$ cat src/rtl/burst_dram_rd.sv
module burst_dram_rd #(
  parameter int MODE  = 2,
  parameter int ROW_W = 4,
  parameter int COL_W = 4,
  parameter int DW    = 8
) (
  input  logic             clk,
  input  logic             rst_n,
  input  logic             row_act,
  input  logic [ROW_W-1:0] row_addr,
  input  logic             col_go,
  input  logic             wr_en,
  input  logic [COL_W-1:0] col_addr,
  input  logic [DW-1:0]    wr_data,
  output logic [DW-1:0]    dq,
  output logic             dq_oe,
  output logic             beat_vld
);
  localparam int FIRST = (MODE == 2) ? 5 : 6;
  localparam int GAP   = (MODE == 0) ? 3 : (MODE == 1) ? 2 : 1;
  localparam int DEPTH = 1 << (ROW_W + COL_W);
  localparam logic [COL_W-1:0] LOW2 = COL_W'(3);

  logic [DW-1:0]    mem [DEPTH];
  logic             row_on;
  logic [ROW_W-1:0] row_q;
  logic [COL_W-1:0] ptr;
  logic [3:0]       cd;
  logic [2:0]       left, lleft;
  logic [DW-1:0]    lat;

  wire start  = col_go & row_on & row_act;
  wire rd_go  = start & ~wr_en;
  wire wr_go  = start & wr_en;
  wire active = left != 3'd0;
  wire fire   = active & (cd == 4'd1);
  wire load   = (lleft != 3'd0) & ((cd == 4'd2) | (fire & (GAP == 1)));

  always_ff @(posedge clk) begin
    if (wr_go) mem[{row_q, col_addr}] <= wr_data;
  end

  always_ff @(posedge clk or negedge rst_n) begin
    if (!rst_n) begin
      row_on   <= 1'b0;
      row_q    <= '0;
      ptr      <= '0;
      cd       <= '0;
      left     <= '0;
      lleft    <= '0;
      lat      <= '0;
      dq       <= '0;
      dq_oe    <= 1'b0;
      beat_vld <= 1'b0;
    end else begin
      beat_vld <= 1'b0;
      if (!row_act) begin
        row_on <= 1'b0;
        left   <= '0;
        lleft  <= '0;
        dq_oe  <= 1'b0;
      end else begin
        if (!row_on) begin
          row_on <= 1'b1;
          row_q  <= row_addr;
        end
        if (start) begin
          dq_oe <= 1'b0;
          cd    <= 4'(FIRST - 2);
          left  <= rd_go ? 3'd4 : 3'd0;
          lleft <= rd_go ? 3'd4 : 3'd0;
          ptr   <= col_addr;
        end else begin
          if (active) cd <= fire ? 4'(GAP) : cd - 4'd1;
          if (load) begin
            lat   <= mem[{row_q, ptr}];
            ptr   <= (ptr & ~LOW2) | ((ptr + COL_W'(1)) & LOW2);
            lleft <= lleft - 3'd1;
          end
          if (fire) begin
            dq       <= lat;
            dq_oe    <= 1'b1;
            beat_vld <= 1'b1;
            left     <= left - 3'd1;
          end
        end
      end
    end
  end
endmodule

$ cat config.mk
export PLATFORM = sky130hd
export DESIGN_NAME = burst_dram_rd
export DESIGN_NICKNAME = d
export VERILOG_FILES = /design/src/rtl/burst_dram_rd.sv
export SDC_FILE = /design/constraint.sdc
export NUM_CORES = 2
export LEC_CHECK = 0
export ABC_CLOCK_PERIOD_IN_PS = 3510
export BUFFER_PORTS_ARGS = -buffer_cell sky130_fd_sc_hd__clkbuf_2
export CORE_AREA = 5 5 457 459
export CTS_BUF_LIST = sky130_fd_sc_hd__clkbuf_4 sky130_fd_sc_hd__clkbuf_8
export CTS_CLUSTER_SIZE = 28
export DETAILED_ROUTE_END_ITERATION = 10
export DIE_AREA = 0 0 462 464
export SYNTH_ARGS = -nofsm -noshare
export SYNTH_HDL_FRONTEND = slang
export SYNTH_SLANG_ARGS = --single-unit
export TNS_END_PERCENT = 30
$ cat constraint.sdc
create_clock -name clk -period 3.51 [get_ports clk]
set_clock_uncertainty 0.2 [all_clocks]
set_input_delay 0.351 -clock clk [delete_from_list [all_inputs] [get_ports clk]]
set_output_delay 0.351 -clock clk [all_outputs]
set_load 0.005 [all_outputs]
==> results.tsv <==
metric	value	unit
dp_hpwl	143	mm
crit_start	ptr[0]	
irDropWorstVdd	0.368	mV
syn_to_final_growth	18.4	%
synth-seq-cells	2085	
grt_pass1_vias	42936	
r2r_cells	12	
htree_levels	5	
cpMaxStageDelayCell	mux4_2	
nNetsFinal	4585	
multiInputGateArea	0.0176	mm^2
hold_viol	0	
start_kind	register	
cts-root-buf	clkbuf_8	
critPathMaxFanout	11	
worst_r2r_endpoint	lat[3]	
ys_seq_area_share	77.0	%
min_period	3490	ps
fmaxAchievable	286	MHz
drt-total-wl	226	mm
drtIter0Drc	5334	
synth.area.top_cells	edfxtp_1, mux4_2, nor2_1	
crit_top_cell	buf_12	
fp.dieW	462	um
drive_gt1_share	36.4	%
initial_core_util	39.7	%
gp_congestion	0.856	
clk_latency	1080	ps
grt_max_degree	111	
io_pins	31	
cp-end-kind	register	
crit_arrival	4200	ps
p_leak	31.5	nW
synth_flop_cell	edfxtp_1	
io_buffers	30	
synth-async-reset-ratio	1.77	%
reg2reg_from	ptr[0]	
relSlewSlack	27.2	%
yosysMostFrequentCell	edfxtp_1	
cp_slowest_stage_delay	550	ps
fillCellCount	16932	
yosys.area.top_type	edfxtp_1	
design_area	0.0959	mm^2
overflow	0	
rsz0062_at_grt	yes	
report.final.slew_viol_count	0	
synthDistinctLibCells	58	
antenna_found_initial	7	
status	completed	
detail_route.vias_per_cell	5.66	
firstDrtPassIters	6	
path_cells	buf_12 -> buf_6 -> buf_12 -> buf_6 -> buf_4 -> buf_12 -> mux4_2 -> mux4_2 -> a211oi_1 -> a21oi_1 -> nand2_1 -> a31oi_1	
criticalPathCategory	reg -> reg	
syn_nets	3789	
clkTransAtPathRegs	60	ps
dieArea	0.214	mm^2
cp_data_required_time	4220	ps
grt_use_total	20.9	%
worst_slew_pin_slew	1090	ps
yosys.area.top_type_share	75.9	%
grt_first_pass_wirelength	320	mm
netlist_area	0.0810	mm^2
synth_edf_count	2048	
core_area	0.204	mm^2
yosysWarnings	0	
synth_area_per_cell	21.5	um^2
rrSetupSlack	20	ps
fp.dieH	464	um
cts_tree	yes	
dpl-instance-area	0.0887	mm^2
post_drt_wl_per_cell	30.1	um
drc	0	
endpoint	lat[3]	
synth_cells	3761	
ys_top_cells_by_count	edfxtp_1, mux4_2, nor2_1	
antenna_left	0	
cp_num_cells	12	
register_area	0.0624	mm^2
power_density	605	mW/mm^2
core.rowCount	166	
maxCapViolations	0	
hold_path.class	in -> reg	
min_period_over_period	99.5	%
cts_buffer_depth	4	
setup_viol	0	
num_vias	42376	
path_delay_family	multiplexers	
cts-buffers-inserted	345	
critPathBufInv	6	
clock_sinks	2085	
tns	0	ps
[sequential cells by signal, indices dropped and copies added (netlist names)]
signal and cells:
ptr 4, lleft 3, row_on 1, cd 4
mem 2048, row_q 4, left 3, dq_oe 1
beat_vld 1, dq 8, lat 8
[worst min-delay path by stage]
stage | start | to | slack [ps] | depth (start not counted)
finish | col_addr[1] | ptr[1] | 120 | 4
global route | col_addr[1] | ptr[1] | 80 | 4
CTS | col_addr[1] | ptr[1] | 10 | 4
detailed placement | lat[1] | lat[1] | 290 | 1
global placement | dq_oe | dq_oe | 290 | 2
floorplan | rst_n | beat_vld | -140 | 0
[metal layers]
metal  global-route usage (%)  part of all wire, %
met4                     6.52                  3.1
met3                     5.24                  9.7
met5                        0                    0
met2                     32.5                   47
met1                     29.0                   40
[stage by stage]
step / setup WS (ps) / std cells / total power [mW] / util, % / hold slack, ps
global route: -13.1 / 7480 / 60.1 / 47.0 / 75.6
floorplan: 445 / 3761 / 33.5 / - / -145
finish: 16.3 / 7485 / 58.0 / 47.0 / 122
detailed placement: -640 / 6840 / 37.8 / 43.5 / 291
global placement: -689 / 6840 / 37.8 / 43.5 / 286
CTS: -12.3 / 7457 / 58.3 / 46.9 / 10.6
[power by group]
group / internal [mW] / switching, mW / leakage [nW] / total [mW]
Clock: 11.1 / 9.39 / 3.41 / 20.4
Combinational: 4.53 / 5.43 / 9.26 / 9.96
Sequential: 27.4 / 0.195 / 18.9 / 27.6
[what timing repair did]
action,4_1_cts,5_1_grt
resized for setup,18,30
pin swaps,3,10
setup buffers,4,19
endpoints found under the hold margin,1292,0
endpoints found under the setup margin,7,6
hold buffers,33,0
cloned,0,3
[cell type report]
| class | instances | area share [%] |
|---|---|---|
| diodes | 7 | 0.0183 |
| clock buffers | 463 | 5.94 |
| clock inverters | 117 | 0.751 |
| inverters | 16 | 0.0652 |
| multi-input cells | 1442 | 18.4 |
| flip-flops and latches | 2085 | 65.1 |
| well taps | 2688 | 3.51 |
| repair buffers | 667 | 6.27 |
[layout by cell type, fill, tap and decap left out, types with 10 or more instances in the layout]
master	instances
and2_1	11
mux4_2	535
buf_6	10
dfrtp_1	31
mux2i_1	110
edfxtp_1	2048
a211oi_1	10
a221oi_1	25
o22ai_1	12
dlygate4sd3_1	32
o21ai_0	32
buf_12	62
clkbuf_2	22
nor3_1	11
a22oi_1	60
mux2_2	19
nand3_1	33
nor2b_1	28
inv_1	12
clkbuf_4	108
nor2_1	299
buf_4	526
clkinv_2	33
clkinv_1	70
clkbuf_8	363
nand4_1	10
nand2_1	85
a21oi_1	39
[worst reg2reg max path, cell delays in order (launching register included)]
cell and delay, ps:
dfrtp_4 500, buf_12 160, buf_6 140, buf_12 140, buf_6 140, buf_4 140, buf_12 140, mux4_2 470
mux4_2 550, a211oi_1 350, a21oi_1 150, nand2_1 130, a31oi_1 90
[cells by family after synthesis]
family                     synth area share (%)
AOI/OAI and AO/OA                          2.16
xor gates and xnor gates                 0.0216
adders and majority gates                 0.108
buffers and inverters                      1.42
DFF                                        77.0
muxes                                      16.5
and+or+nand+nor                            2.74
Power figures use the tool's default switching activity.
